**src/rtl/port_pred_pkg.sv**
```systemverilog
package port_pred_pkg;
  localparam int NPORTS = 5;
  localparam int NSCH   = 4;
  typedef logic [2:0] port_t;
  localparam port_t PORT_NONE = 3'd7;
  typedef enum logic [1:0] {
    SCH_STRAIGHT = 2'd0,
    SCH_LAST     = 2'd1,
    SCH_CUSTOM   = 2'd2,
    SCH_FREQ     = 2'd3
  } scheme_e;

  function automatic logic port_ok(port_t p);
    return p < port_t'(NPORTS);
  endfunction
endpackage

```
**src/rtl/pp_last_port.sv**
```systemverilog
module pp_last_port
  import port_pred_pkg::*;
(
  input  logic  clk_i,
  input  logic  rst_ni,
  input  logic  upd_i,
  input  port_t port_i,
  output port_t last_o
);
  port_t last_q;

  always_ff @(posedge clk_i or negedge rst_ni) begin
    if (!rst_ni)                    last_q <= PORT_NONE;
    else if (upd_i && port_ok(port_i)) last_q <= port_i;
  end

  assign last_o = last_q;


  last_follows_route_chk: assert property (@(posedge clk_i) disable iff (!rst_ni)
    (upd_i && port_ok(port_i)) |=> (last_q == $past(port_i)));

  last_legal_chk: assert property (@(posedge clk_i) disable iff (!rst_ni)
    (upd_i && !port_ok(port_i)) |=> $stable(last_q));
endmodule

```
**src/rtl/pp_freq_table.sv**
```systemverilog
module pp_freq_table
  import port_pred_pkg::*;
#(
  parameter int CNT_W = 4
) (
  input  logic  clk_i,
  input  logic  rst_ni,
  input  logic  upd_i,
  input  port_t ctx_i,
  input  port_t port_i,
  output port_t pred_o
);
  logic [CNT_W-1:0] cnt_q [NPORTS][NPORTS];
  logic [CNT_W-1:0] row   [NPORTS];

  for (genvar gi = 0; gi < NPORTS; gi++) begin : g_row
    for (genvar gj = 0; gj < NPORTS; gj++) begin : g_col
      logic bump;
      assign bump = upd_i && port_ok(port_i) && (ctx_i == port_t'(gi)) && (port_i == port_t'(gj));
      always_ff @(posedge clk_i or negedge rst_ni) begin
        if (!rst_ni)                        cnt_q[gi][gj] <= '0;
        else if (bump && cnt_q[gi][gj] != '1) cnt_q[gi][gj] <= cnt_q[gi][gj] + 1'b1;
      end

      freq_sat_chk: assert property (@(posedge clk_i) disable iff (!rst_ni)
        (cnt_q[gi][gj] == '1) |=> (cnt_q[gi][gj] == '1));
    end
  end

  always_comb begin
    for (int j = 0; j < NPORTS; j++) row[j] = '0;
    for (int i = 0; i < NPORTS; i++)
      if (ctx_i == port_t'(i))
        for (int j = 0; j < NPORTS; j++) row[j] = cnt_q[i][j];
  end

  always_comb begin
    logic [CNT_W-1:0] best;
    best   = '0;
    pred_o = PORT_NONE;
    for (int j = 0; j < NPORTS; j++) begin
      if (row[j] > best) begin
        best   = row[j];
        pred_o = port_t'(j);
      end
    end
  end


  freq_ctx_chk: assert property (@(posedge clk_i) disable iff (!rst_ni)
    !port_ok(ctx_i) |-> (pred_o == PORT_NONE));
endmodule

```
**src/rtl/pp_scheme_select.sv**
```systemverilog
module pp_scheme_select
  import port_pred_pkg::*;
#(
  parameter int HIT_W = 16,
  parameter int EP_W  = 16
) (
  input  logic            clk_i,
  input  logic            rst_ni,
  input  logic            dyn_i,
  input  scheme_e         cfg_scheme_i,
  input  logic            route_vld_i,
  input  port_t           route_port_i,
  input  port_t           pred_i [NSCH],
  input  logic [EP_W-1:0] cfg_epoch_i,
  output scheme_e         active_o
);
  logic [HIT_W-1:0] hit_q   [NSCH];
  logic [HIT_W-1:0] hit_nxt [NSCH];
  logic [EP_W-1:0]  ep_q;
  logic [EP_W:0]    ep_inc;
  logic             tick;
  scheme_e          active_q;
  scheme_e          winner;

  assign ep_inc = {1'b0, ep_q} + 1'b1;
  assign tick   = dyn_i && (ep_inc >= {1'b0, cfg_epoch_i});

  for (genvar gs = 0; gs < NSCH; gs++) begin : g_hit
    logic hit;
    assign hit = route_vld_i && (pred_i[gs] != PORT_NONE) && (pred_i[gs] == route_port_i);
    assign hit_nxt[gs] = (hit && hit_q[gs] != '1) ? hit_q[gs] + 1'b1 : hit_q[gs];

    always_ff @(posedge clk_i or negedge rst_ni) begin
      if (!rst_ni)            hit_q[gs] <= '0;
      else if (!dyn_i || tick) hit_q[gs] <= '0;
      else                    hit_q[gs] <= hit_nxt[gs];
    end


    hit_sat_chk: assert property (@(posedge clk_i) disable iff (!rst_ni)
      (hit_q[gs] == '1 && dyn_i && !tick) |=> (hit_q[gs] == '1));

    hit_idle_chk: assert property (@(posedge clk_i) disable iff (!rst_ni)
      !dyn_i |=> (hit_q[gs] == '0));
  end

  always_comb begin
    logic [HIT_W-1:0] best;
    best   = hit_nxt[0];
    winner = SCH_STRAIGHT;
    for (int s = 1; s < NSCH; s++) begin
      if (hit_nxt[s] > best) begin
        best   = hit_nxt[s];
        winner = scheme_e'(s);
      end
    end
  end

  always_ff @(posedge clk_i or negedge rst_ni) begin
    if (!rst_ni) begin
      ep_q     <= '0;
      active_q <= SCH_STRAIGHT;
    end else if (!dyn_i) begin
      ep_q     <= '0;
      active_q <= cfg_scheme_i;
    end else if (tick) begin
      ep_q     <= '0;
      active_q <= winner;
    end else begin
      ep_q     <= ep_inc[EP_W-1:0];
    end
  end

  assign active_o = dyn_i ? active_q : cfg_scheme_i;


  hold_between_ticks_chk: assert property (@(posedge clk_i) disable iff (!rst_ni)
    (dyn_i && !tick) |=> $stable(active_q));

  window_restart_chk: assert property (@(posedge clk_i) disable iff (!rst_ni)
    tick |=> (ep_q == '0));

  ep_idle_chk: assert property (@(posedge clk_i) disable iff (!rst_ni)
    !dyn_i |=> (ep_q == '0 && active_q == $past(cfg_scheme_i)));
endmodule

```
**src/rtl/port_predictor.sv**
```systemverilog
module port_predictor
  import port_pred_pkg::*;
#(
  parameter int HIT_W = 16,
  parameter int EP_W  = 16,
  parameter int CNT_W = 4
) (
  input  logic            clk_i,
  input  logic            rst_ni,
  input  logic            idle_i,
  input  logic [2:0]      arrive_dir_i,
  input  logic            route_vld_i,
  input  logic [2:0]      route_port_i,
  input  logic            cfg_dynamic_i,
  input  logic [1:0]      cfg_scheme_i,
  input  logic [2:0]      cfg_custom_port_i,
  input  logic [EP_W-1:0] cfg_epoch_i,
  output logic [2:0]      pred_port_o,
  output logic            pred_vld_o
);
  port_t   last_port;
  port_t   freq_pred;
  port_t   pred [NSCH];
  scheme_e active;
  port_t   sel_pred;

  pp_last_port u_last (
    .clk_i  (clk_i),
    .rst_ni (rst_ni),
    .upd_i  (route_vld_i),
    .port_i (route_port_i),
    .last_o (last_port)
  );

  pp_freq_table #(.CNT_W(CNT_W)) u_freq (
    .clk_i  (clk_i),
    .rst_ni (rst_ni),
    .upd_i  (route_vld_i),
    .ctx_i  (last_port),
    .port_i (route_port_i),
    .pred_o (freq_pred)
  );

  assign pred[SCH_STRAIGHT] = (arrive_dir_i < 3'd4) ? arrive_dir_i : PORT_NONE;
  assign pred[SCH_LAST]     = last_port;
  assign pred[SCH_CUSTOM]   = port_ok(cfg_custom_port_i) ? cfg_custom_port_i : PORT_NONE;
  assign pred[SCH_FREQ]     = freq_pred;

  pp_scheme_select #(.HIT_W(HIT_W), .EP_W(EP_W)) u_sel (
    .clk_i        (clk_i),
    .rst_ni       (rst_ni),
    .dyn_i        (cfg_dynamic_i),
    .cfg_scheme_i (scheme_e'(cfg_scheme_i)),
    .route_vld_i  (route_vld_i),
    .route_port_i (route_port_i),
    .pred_i       (pred),
    .cfg_epoch_i  (cfg_epoch_i),
    .active_o     (active)
  );

  assign sel_pred    = pred[active];
  assign pred_port_o = idle_i ? sel_pred : PORT_NONE;
  assign pred_vld_o  = idle_i && (sel_pred != PORT_NONE);


  pred_range_chk: assert property (@(posedge clk_i) disable iff (!rst_ni)
    pred_vld_o |-> (pred_port_o < 3'd5));

  static_sel_chk: assert property (@(posedge clk_i) disable iff (!rst_ni)
    (!cfg_dynamic_i && idle_i && cfg_scheme_i == 2'd2) |-> (pred_port_o == pred[SCH_CUSTOM]));
endmodule

```
**config.mk**
```make
export PLATFORM = sky130hd
export DESIGN_NAME = port_predictor
export DESIGN_NICKNAME = d
export VERILOG_FILES = /design/src/rtl/port_pred_pkg.sv /design/src/rtl/pp_last_port.sv /design/src/rtl/pp_freq_table.sv /design/src/rtl/pp_scheme_select.sv /design/src/rtl/port_predictor.sv
export SDC_FILE = /design/constraint.sdc
export NUM_CORES = 1
export LEC_CHECK = 0
export BUFFER_PORTS_ARGS = -buffer_cell sky130_fd_sc_hd__buf_2
export CORE_ASPECT_RATIO = 0.9
export CORE_MARGIN = 2
export CORE_UTILIZATION = 60
export CTS_CLUSTER_DIAMETER = 80
export DETAILED_ROUTE_END_ITERATION = 10
export PLACE_DENSITY = 0.81
export SLEW_MARGIN = 30
export SYNTH_ARGS = -nofsm -noshare
export SYNTH_HDL_FRONTEND = slang
export SYNTH_SLANG_ARGS = --single-unit
export TNS_END_PERCENT = 100
```
**constraint.sdc**
```tcl
create_clock -name clk_i -period 11.7 [get_ports clk_i]
set_input_delay 2.34 -clock clk_i [delete_from_list [all_inputs] [get_ports clk_i]]
set_output_delay 2.34 -clock clk_i [all_outputs]
set_load 0.02 [all_outputs]
```
### After elaboration in Yosys (flattened, before gate mapping)

Index checks and enable logic that the tools add are counted.
Widths: inputs -> output; s select.

* reductions and logical operators: 74
* multiplexer cells: 38
* magnitude comparators: 13
* $add $sub $neg: 30
* bitwise gates (word level): 1
* eq/ne operators: 47

Operators with widths (number)
* $mux 16: 12
* $add 4x1->4 const B: 25
* $mux 20: 5
* $ne 4x4->1 const B: 25
* $logic_and 1x1->1: 70
* $add 16x1->16 const B: 4
* $ne 16x16->1 const B: 4
* $gt 16x16->1: 3
* $mux 3: 10
* $add 16x1->17 const B: 1
* $ge 17x16->1: 1
* $gt 4x4->1: 4
* $mux 4: 4
* $ne 3x3->1 const B: 5
* $eq 3x2->1 const B: 4
* $eq 3x3->1: 4
* $mux 2: 5
* $lt 3x3->1 const B: 3
* $bmux 3 s2: 1
* $eq 3x1->1 const B: 2
* $eq 3x3->1 const B: 2
* $logic_not 3->1: 2
* $gt 4x1->1 const B: 1
* $ge 3x3->1 const B: 1
* other kinds (5): 5

* output and inout port bits: 4
* logic and storage cells: 235
* register bits after elaboration: 185
* bits of input ports: 32

### Logic depth before layout (Yosys ltp)

Gate-level depths: netlist (run 1).

* word-level depth: 25
* gate-level depth with buffers: 50
* gate-level depth less buffers: 46

### By module

Synthesis (run 1) repeated with hierarchy kept, for this count alone.

* cells, all modules: 1346
* area, all modules: 12756.0 sq um

Modules (own cells, without submodules)
* pp_scheme_select: times used 1, area an instance 6473.7 sq um, seq. area each 2052.0 sq um, cells each 738
* pp_freq_table: times used 1, area an instance 6007.0 sq um, seq. area each 2502.4 sq um, cells each 582
* pp_last_port: times used 1, area an instance 143.9 sq um, seq. area each 78.8 sq um, cells each 13
* port_predictor: times used 1, area an instance 131.4 sq um, seq. area each 0.0 sq um, cells each 13

### Worst setup path after synthesis (run 1)

No wires, ideal clock.

* kind: input-to-reg
* start point: input route_port_i[1]
* end point: register u_sel.active_q[0]
* arrival time: 10.173 ns
* stages: 41
* buffers on the path: 4
* library setup time: 0.127 ns
* required time: 11.573 ns
* setup slack: 1.401 ns
* path through: clkbuf_1 > xnor2_1 > nand3_1 > a31oi_1 > and3_1 > nand2_1 > xor2_1 > ha_1 > nand4_1 > nor2_1 > a211o_1 > a21o_1 > a21o_1 > a21oi_1 > or3_1 > a31oi_1 > clkbuf_1 > mux2_2 > [5 not listed] > a21o_1 > a211o_1 > or2_2 > o21a_1 > clkbuf_1 > clkbuf_1 > o21a_1 > ha_1 > nor2b_1 > o21a_1 > o21a_1 > o21a_1 > o21a_1 > o21a_1 > o21ai_0 > a21oi_1 > a211oi_1 > o31ai_1

* cells in the longest elaborated chain, start to end: 12
* elaborated cells on any way between the ends: 26
* classes of those cells: order compare (3); eq/ne (4); mux (11); reduce/logical (8)

RTL lines
* start, declared: RTL line port_predictor.sv:13 `input logic [2:0] route_port_i,`
* $eq 3x3->1: RTL line pp_scheme_select.sv:30 `assign hit = route_vld_i && (pred_i[gs] != PORT_NONE) && (pred_i[gs] == route_port_i);`
* $logic_and 1x1->1: RTL line pp_scheme_select.sv:30
* $logic_and 1x1->1: RTL line pp_scheme_select.sv:31 `assign hit_nxt[gs] = (hit && hit_q[gs] != '1) ? hit_q[gs] + 1'b1 : hit_q[gs];`
* $mux 16: RTL line pp_scheme_select.sv:31
* $gt 16x16->1: RTL line pp_scheme_select.sv:52 `if (hit_nxt[s] > best) begin`
* $mux 16: RTL line pp_scheme_select.sv:52
* $gt 16x16->1: RTL line pp_scheme_select.sv:52
* $mux 16: RTL line pp_scheme_select.sv:52
* $gt 16x16->1: RTL line pp_scheme_select.sv:52
* $mux 2 (*): RTL line pp_scheme_select.sv:52
* $mux 2 (*): RTL line pp_scheme_select.sv:66 `end else if (tick) begin`
* $mux 2 (*): RTL line pp_scheme_select.sv:63 `end else if (!dyn_i) begin`
* end signal, assigned: RTL line pp_scheme_select.sv:65 `active_q <= cfg_scheme_i;`
* end signal, assigned: RTL line pp_scheme_select.sv:68 `active_q <= winner;`
* end, declared: RTL line pp_scheme_select.sv:22 `scheme_e active_q;`

Every way passes the cells marked *; elsewhere a longest branch is shown, timed or not. The select of a mux whose other input is x is not followed.
A chain may end at the register's enable or synchronous reset.

### Final worst setup path (run 1)

* start point: register u_last.last_q[0] (netlist: u_last.last_o[0])
* end point: output pred_vld_o

* cells in the longest elaborated chain, start to end: 21
* elaborated cells on any way between the ends: 29
* classes of those cells: order compare (5); eq/ne (5); mux (17); reduce/logical (2)

RTL lines
* start, declared: RTL line pp_last_port.sv:10 `port_t last_q;`
* start signal, assigned: RTL line pp_last_port.sv:14 `else if (upd_i && port_ok(port_i)) last_q <= port_i;`
* $logic_not 3->1: RTL line pp_freq_table.sv:33 `if (ctx_i == port_t'(i))`
* $mux 20 (5 in a row): RTL line pp_freq_table.sv:33
* $gt 4x1->1: RTL line pp_freq_table.sv:42 `if (row[j] > best) begin`
* $mux 4: RTL line pp_freq_table.sv:42
* $gt 4x4->1: RTL line pp_freq_table.sv:42
* $mux 4: RTL line pp_freq_table.sv:42
* $gt 4x4->1: RTL line pp_freq_table.sv:42
* $mux 4: RTL line pp_freq_table.sv:42
* $gt 4x4->1: RTL line pp_freq_table.sv:42
* $mux 4: RTL line pp_freq_table.sv:42
* $gt 4x4->1: RTL line pp_freq_table.sv:42
* $mux 3: RTL line pp_freq_table.sv:42
* $bmux 3 s2 (*): RTL line port_predictor.sv:61 `assign sel_pred = pred[active];`
* $mux 3 (implied by the code) (*) (2 in a row): RTL line port_predictor.sv:61
* $ne 3x3->1 (*): RTL line port_predictor.sv:63 `assign pred_vld_o = idle_i && (sel_pred != PORT_NONE);`
* $logic_and 1x1->1 (*): RTL line port_predictor.sv:63
* end, declared: RTL line port_predictor.sv:19 `output logic pred_vld_o`

Marked as above.

==> flow_results.org, run 1 <==
** Synthesis
- Synthesis produced a netlist whose cell count is 1272.
- Number of flip-flops and latches in the synthesized netlist :: between 150 and 200
- Sequential element share of the synthesized area :: 0.3641
- Syn nets :: around 1400
- Mapped Area :: 0.01272 mm^2
- In this run, synthesis inferred 0 flip-flops with an integrated enable.
- Ys async rst share :: 1.000
- Yosys warning total :: 0
- Among all flip-flop cells after synthesis, the most frequent one is dfrtp_1.
- Avg Synthesized Cell Area :: around 10 um^2
- Number of distinct standard cells referenced by the synthesized netlist :: 76

** Global route
- Number of global-route vias before repair :: around 9700
- The number of antenna violations at the first check in global routing is 2.
- Summed over all layers, the global routing overflow is 0.
- Maximum number of pins on one net before global-route repair :: around 110
- First-pass GRT wire length :: a little under 50000 um
- Across every metal layer, demand over resource in global routing totals 0.2756.

** STA
- Actual slew at the worst max-slew pin :: 0.9233 ns
- The final hold violation count is 0.
- For the final database, setup skew stands at approximately 0.015 ns.
- Fraction of the cycle the final worst path needs :: 0.9397
- In the final timing run, aggregate negative setup slack is 0 ns.
- Static timing analysis puts the maximum clock frequency at ~91 MHz.
- Setup violations remaining at the end of the flow were counted as 0.
- Setup repair after global routing missed its margin :: false
- After layout, the minimum clock period comes to between 10 and 15 ns.
- Max-Slew Margin vs Limit :: 0.3766
- Number of pins with negative max-slew slack in the final report :: 0

** Job
- Max Cap Viol :: 0

** Floorplanning
- After floorplanning, the core was divided into 50 placement rows.
- Initial Util :: 0.6108
- In this run the standard cell core region covers about 0.021 mm^2.
- Vertical die dimension :: around 140 um
- # IOs :: 36
- The floorplan step set the die width to around 160 um.
- Die footprint :: 0.02239 mm^2

** Clock tree
- CTS H-tree lvls :: 4
- Counting the buffers created by CTS gives 17.
- Clock-pin slew was measured on the worst setup and hold paths at 0.08 ns.
- Longest Clk Path Bufs :: 2
- Clock tree from TritonCTS :: built
- The clock reaches the later pin of the worst-skew pair after about 0.46 ns.
- Clock net sink count :: 185
- The tree is rooted in a clkbuf_16.
- Hold repair after CTS inserted 0 buffers.

** Power
- Of the total power, combinational logic draws 0.431.
- LEAKAGE :: a little under 7 nW
- Across the VDD grid, the largest voltage drop is ~0.23 mV.
- Of the total power, registers draw 0.319.
- For this design the total switching power over the nets is ~0.0010 W.
- Of the total power, the share spent switching nets is 0.4377.
- Power spread over the standard cell area amounts to approximately 170 mW/mm^2.
- Internal power comes to around 0.0013 W.
- The share of total power dissipated in the clock network is 0.250.
- Total Power :: ~0.0024 W

** Critical path
- The worst setup path is of the reg -> out kind.
- Worst setup EP type :: primary output
- Data arrives at the worst endpoint at 8.65 ns.
- At the worst endpoint, the required time is 9.36 ns.
- The slowest stage of the critical path belongs to the cell o311ai_0.
- Setup crit start kind :: flip-flop
- Logic depth of the worst register-to-register path :: 44
- For this run, the slowest stage of the critical path takes approximately 0.88 ns.
- Critical path fanouts, max :: 21

** Min path
- Hold/Removal Path Class :: reg -> reg
- Counting instances, the worst hold path has a depth of 1.

** Detailed routing
- The routed layout has 9829 vias.
- Initial DRT Pass Iterations :: 5
- In the routed design, unresolved DRC markers number 0.
- After detailed routing, the total wire length is slightly below 30000 um.
- In this run, the number of DRC markers left after iteration 0 of detailed routing was around 760.
- ANT nets after route :: 0
- After detailed routing, the number of vias per cell comes to a little over 6.
- WL/cell :: between 15 and 20 um

** Placed design
- The placed instances occupy a cell area of between 0.01 and 0.015 mm^2.
- The HPWL after detailed placement is around 21000 um.
- Total of buffers placed on input and output ports :: 35
- Placer's final routability congestion estimate :: between 0.9 and 1

** Layout
- Nets :: about 1400
- Finished Cell Area :: 0.01379 mm^2
- Synthesis-to-layout area growth :: 8.348%
- The layout has around 1600 filler cells.
- Fraction of layout instances using a drive strength above 1 :: 0.1301

** Outcome
- Status :: complete, no violations
==> critical path, delay by kind of cell, from the launching register on <==
kind / cells / cell delay (ns)
compound gates: 13 / 3.49
simple gates: 8 / 1.35
fa+ha+maj: 4 / 1.21
flops: 1 / 0.82
mux: 2 / 0.77
buf+inv: 3 / 0.58
==> synth_stat cells (5+ instances only) <==
cell type    n  area (um^2)
dfrtp_1    182         4554
ha_1       108         1351
nand2_1     93        349.1
nor2_1      93        349.1
xnor2_1     73        639.4
xor2_1      72        630.6
nand3_1     61        305.3
inv_1       54        202.7
mux2_2      46        518.0
nand4_1     45        281.5
and3_1      39        244.0
mux2i_1     35        350.3
a21oi_1     30        150.1
clkbuf_1    29        108.9
o21a_1      28        210.2
a21o_1      24        180.2
o21ai_0     24        120.1
a311oi_1    21        183.9
a31oi_1     21        131.4
nor2b_1     20        125.1
nand3b_1    16        120.1
nor3_1      14        70.07
mux4_2      11        247.7
and4_1       9        78.83
and2_1       8        50.05
nor4_4       8        170.2
a22oi_1      6        45.04
nand2b_1     6        37.54
nor4_2       5        62.56
o21ai_1      5        25.02
o31ai_1      5        37.54
==> cell families after synthesis <==
kind of cell	synth area share
AOI/OAI and AO/OA	0.1150
buffers and inverters	0.03343
adders and majority gates	0.1062
DFF	0.3641
xor gates and xnor gates	0.09980
muxes	0.09263
and+or+nand+nor	0.1888
==> area by class of cell <==
type	count	area, um^2	share of cell area
antenna	2	5.005	0.0003630
clock inverter	15	197.7	0.01434
multi-input combinational	989	7686	0.5575
inverter	55	206.4	0.01497
tap	286	357.8	0.02596
clock buffer	17	425.4	0.03086
timing repair buffer	46	271.5	0.01969
sequential	185	4637	0.3363
==> what timing repair did <==
item,in CTS,in global routing
setup endpoints to repair,0,1
resized for setup,0,1
setup buffers,0,0
==> registers in the layout, indices dropped and copies added, names as in the netlist <==
register        cells
u_sel.active_q      2
u_freq.cnt_q      100
u_sel.hit_q        64
u_last.last_o       3
u_sel.ep_q         16
==> placed cells by master (no fill, tap or decap), types with 28 or more instances in the layout <==
cell and instances:
dfrtp_1 182, ha_1 108, nand2_1 93, nor2_1 93
xnor2_1 73, xor2_1 72, nand3_1 61, inv_1 54
mux2_2 46, nand4_1 45, and3_1 39, mux2i_1 35
buf_2 34, a21oi_1 30, o21a_1 28
==> metrics by stage <==
step / utilization / worst slack [ns] / std cells / hold slack [ns]
final: 0.6618 / 0.7052 / 1595 / 0.5008
after global routing: 0.6618 / 0.04106 / 1595 / 0.5171
after CTS: 0.6608 / 0.7982 / 1593 / 0.5001
after detailed placement: 0.6309 / 1.102 / 1561 / 0.4855
after global placement: 0.6309 / 1.378 / 1561 / 0.4827
after floorplan: - / 1.401 / 1272 / 0.4617
==> path summary, 6_finish.rpt <==
path	start	endpoint	slack [ns]
worst max-delay path	u_last.last_o[0]$_DFFE_PN1P_	pred_vld_o	0.71
worst min-delay path	u_freq.cnt_q[3]$_DFFE_PN0P_	u_freq.cnt_q[3]$_DFFE_PN0P_	0.50
worst max register to register	u_last.last_o[0]$_DFFE_PN1P_	u_sel.active_q[0]$_DFFE_PN0N_	1.19
min in group asynchronous	rst_ni	u_freq.cnt_q[53]$_DFFE_PN0P_	1.91
worst min register to register	u_freq.cnt_q[3]$_DFFE_PN0P_	u_freq.cnt_q[3]$_DFFE_PN0P_	0.50
max in group asynchronous	rst_ni	u_freq.cnt_q[7]$_DFFE_PN0P_	8.61
==> per-layer routing <==
metal  wire [um]  vias to the layer above  track usage
met3        1644                       48      0.04233
met1       13130                     4845       0.3852
met4         665                        0      0.08900
met5           0                        -            0
met2       13660                      270       0.4436
li1            -                     4666            -
==> power groups by stage <==
| stage | logic [W] | clock network (W) | registers, W |
|---|---|---|---|
| 2_1_floorplan | 0.000841 | 0 | 0.000743 |
| 3_3_place_gp | 0.000987 | 0 | 0.000767 |
| 3_5_place_dp | 0.00102 | 0 | 0.000770 |
| 4_1_cts | 0.00102 | 0.000602 | 0.000759 |
| 5_1_grt | 0.00111 | 0.000628 | 0.000769 |
| 6_report | 0.00103 | 0.000596 | 0.000761 |
No activity file was read; power rests on OpenSTA's default activity.
==> run 2: changes to the inputs <==
--- a/config.mk
+++ b/config.mk
@@ -9,9 +9,9 @@
 export CORE_ASPECT_RATIO = 0.9
 export CORE_MARGIN = 2
 export CORE_UTILIZATION = 60
-export CTS_CLUSTER_DIAMETER = 80
+export CTS_CLUSTER_SIZE = 14
 export DETAILED_ROUTE_END_ITERATION = 10
-export PLACE_DENSITY = 0.81
+export PLACE_DENSITY = 0.77
 export SLEW_MARGIN = 30
 export SYNTH_ARGS = -nofsm -noshare
 export SYNTH_HDL_FRONTEND = slang
==> run 2 against run 1 <==
Net effect: maximum frequency increased by 0.36%; setup slack better by 0.039 ns; non-clock buffer count is the same; clock skew is 0.0071 ns lower; utilization is 0.11 points lower; count of clock-buffer cells in the layout increased by 1; combinational power hardly changed; critical path depth unchanged; power fell by 0.96%; hold slack improved by 0.0010 ns; sequential cell count is the same; wire length decreased by 1.1%.
==> flow_results.org, run 2 (synthesis results as in run 1) <==
** Layout
- Fill count :: approximately 1600
- Leaving out fill and tap cells, the most frequent cell in the layout is dfrtp_1.
- Measured on the finished design, the core utilization comes to 0.6607.
- At the end of the flow, the number of nets in the layout was between 1000 and 1500.
- Register bank with the most flops :: u_freq.cnt_q
- The largest registers in the layout are u_freq.cnt_q x100, u_sel.hit_q x64, u_sel.ep_q x16.
- The area growth from synthesis to layout is 8.161%.
- Fraction of layout instances using a drive strength above 1 :: 0.1301
- In the layout the commonest cells are 182 x dfrtp_1, 108 x ha_1, 93 x nand2_1, 93 x nor2_1, 73 x xnor2_1.
- Number of flip-flops in the largest register :: 100

** STA
- Fmax :: a little over 90 MHz
- In the final timing run, aggregate negative setup slack is 0 ns.
- Setup repair after global routing left no endpoint under its margin.
- Max-Slew Margin vs Limit :: 0.4523
- Setup ws final :: between 0.7 and 0.8 ns
- Final hold violations :: 0
- On the final layout, the worst clock skew is roughly 0.0084 ns.
- Period minus WS final :: roughly 11 ns
- Count of endpoints failing setup in the final report :: 0
- Of the available clock period, the critical path in the final layout requires 0.9364.
- At the pin with the least slew margin, the transition time is between 0.8 and 0.9 ns.
- The max-slew violation count came to 0.

** Detailed routing
- The first TritonRoute pass finished after 6 iterations.
- Via-per-instance ratio :: about 6
- WL/cell :: roughly 18 um
- Number of DRC markers after the initial detailed-route iteration :: a little under 900
- For this run, design rule violations remaining after detail routing come to 0.
- Overall via count from detail_route :: 9709
- Wire length after detailed routing :: between 20000 and 30000 um
- The detail route stage leaves a number of antenna-violating nets equal to 0.

** Clock tree
- At the later pin of the worst-skew pair, clock insertion delay measures between 0.4 and 0.5 ns.
- In this run, post-CTS hold repair placed 0 buffers.
- Clock tree from TritonCTS :: built
- The cell sitting at the root of the clock tree is a clkbuf_16.
- Clock net sink count :: around 190
- The H-tree was split into 4 levels.
- Buffers inserted during clock tree synthesis total 17.
- Longest Clk Path Bufs :: 2
- After clock tree synthesis, the clock-pin slew on the worst setup and hold paths is 0.08 ns.
- After clock tree synthesis, the setup repair step added 0 buffers.
- Resize count post-CTS :: 0

** Outcome
- Status :: complete, no violations

** Placed design
- The congestion estimate from routability-driven global placement came to between 0.9 and 1.
- Detailed placement finished with a half-perimeter wire length of between 20000 and 25000 um.
- Setup Slack @ Placement :: between 0.9 and 1 ns
- Port buffering added 35 buffers.

** Global route
- Global-route total usage across every layer :: 0.2699
- The number of global-route vias before repair came to roughly 9500.
- First-pass GRT wire length :: between 40000 and 50000 um
- Summed over all layers, the global routing overflow is 0.
- Entering global routing, the biggest net connects 119 pins.
- The number of antenna violations at the first check in global routing is 1.

** Job
- Across the run, the number of max-cap violations was 0.

** Critical path
- Data arrival at the endpoint of the critical path :: between 8 and 9 ns
- The worst register-to-register path has a depth of 43.
- Setup crit start kind :: flip-flop
- STA classifies the critical path endpoint as a primary output.
- STA puts the critical path data required time at about 9.4 ns.
- Capturing point of the worst reg2reg path :: u_sel.active_q[0]$_DFFE_PN0N_
- FF-to-FF setup slack :: 1.07 ns
- Cell with the biggest individual delay on the critical path :: dfstp_2
- In this design, the stage delay of the slowest critical-path cell is slightly below 1 ns.
- Critical path class :: reg -> out
- Along the worst path, the maximum fanout reaches 27.
- RR Startpoint :: u_last.last_o[1]$_DFFE_PN1P_
- Most common cell type on the critical path :: o21ai_0

** Power
- Power comes to 0.002363 W.
- Summed over all cells, the static leakage comes to slightly below 7 nW.
- Worst supply voltage drop on vdd :: 0.1864 mV
- For this design the ratio of total power to cell area is about 170 mW/mm^2.

** Min path
- Hold path startpoint :: u_freq.cnt_q[47]$_DFFE_PN0P_
- The path with the worst hold slack has its endpoint at u_freq.cnt_q[47]$_DFFE_PN0P_.
- Hold/Removal Path Class :: reg -> reg
- Cell depth of the worst hold path :: 1

** Floorplanning
- For this design the top-level I/O count stands at 36.
- For this configuration, the core starts out at a cell density of 0.6108.
- The floorplan step defined a die boundary enclosing between 0.02 and 0.025 mm^2.
- The core region is approximately 0.021 mm^2.
- Number of placement rows :: 50
- Vertical die dimension :: about 140 um
- In this run the horizontal extent of the chip is roughly 160 um.
run 2: layout make-up:
cell class	instances	area, um^2	area share
Antenna cell	1	2.502	0.0001818
Tap cell	286	357.8	0.02600
Sequential cell	185	4633	0.3366
Clock buffer	18	439.2	0.03191
Timing Repair Buffer	46	287.8	0.02091
Inverter	55	206.4	0.01500
Multi-Input combinational cell	989	7686	0.5585
Clock inverter	14	150.1	0.01091
run 2: power by group:
part | total, W | leakage (nW) | internal [W] | switching (W)
logic | 0.00102 | 3.91 | 0.000348 | 0.000672
clock network | 0.000584 | 0.288 | 0.000309 | 0.000275
registers | 0.000759 | 2.54 | 0.000689 | 0.0000704
run 2: routing by layer:
layer  share of wire  track usage
met2            0.46       0.4245
met4           0.024      0.09139
met3           0.055      0.04933
met5               0            0
met1            0.46       0.3783
run 2: worst max-delay path: cells and delay by family (launching register included):
kind                       cells  cell delay, ns
DFF                            1            0.99
and+or+nand+nor                8            1.23
AOI/OAI and AO/OA             13            3.04
muxes                          3            1.39
buffers and inverters          2            0.28
adders and majority gates      4            1.22
run 2: through the flow:
stage | hold slack, ns | area (um^2) | std cells
2_1_floorplan | 0.4617 | 12720 | 1272
3_3_place_gp | 0.4820 | 13140 | 1560
3_5_place_dp | 0.4957 | 13140 | 1560
4_1_cts | 0.5066 | 13720 | 1592
5_1_grt | 0.5200 | 13760 | 1594
6_report | 0.5018 | 13760 | 1594
run 2: worst max path at each step:
stage,start,to,cells past startpoint
3_3_place_gp,route_vld_i,u_sel.active_q[0]$_DFFE_PN0N_,39
2_1_floorplan,route_port_i[1],u_sel.active_q[0]$_DFFE_PN0N_,41
5_1_grt,u_last.last_o[1]$_DFFE_PN1P_,pred_vld_o,31
4_1_cts,u_last.last_o[1]$_DFFE_PN1P_,pred_vld_o,31
3_5_place_dp,route_vld_i,u_sel.active_q[0]$_DFFE_PN0N_,39
6_report,u_last.last_o[1]$_DFFE_PN1P_,pred_vld_o,30
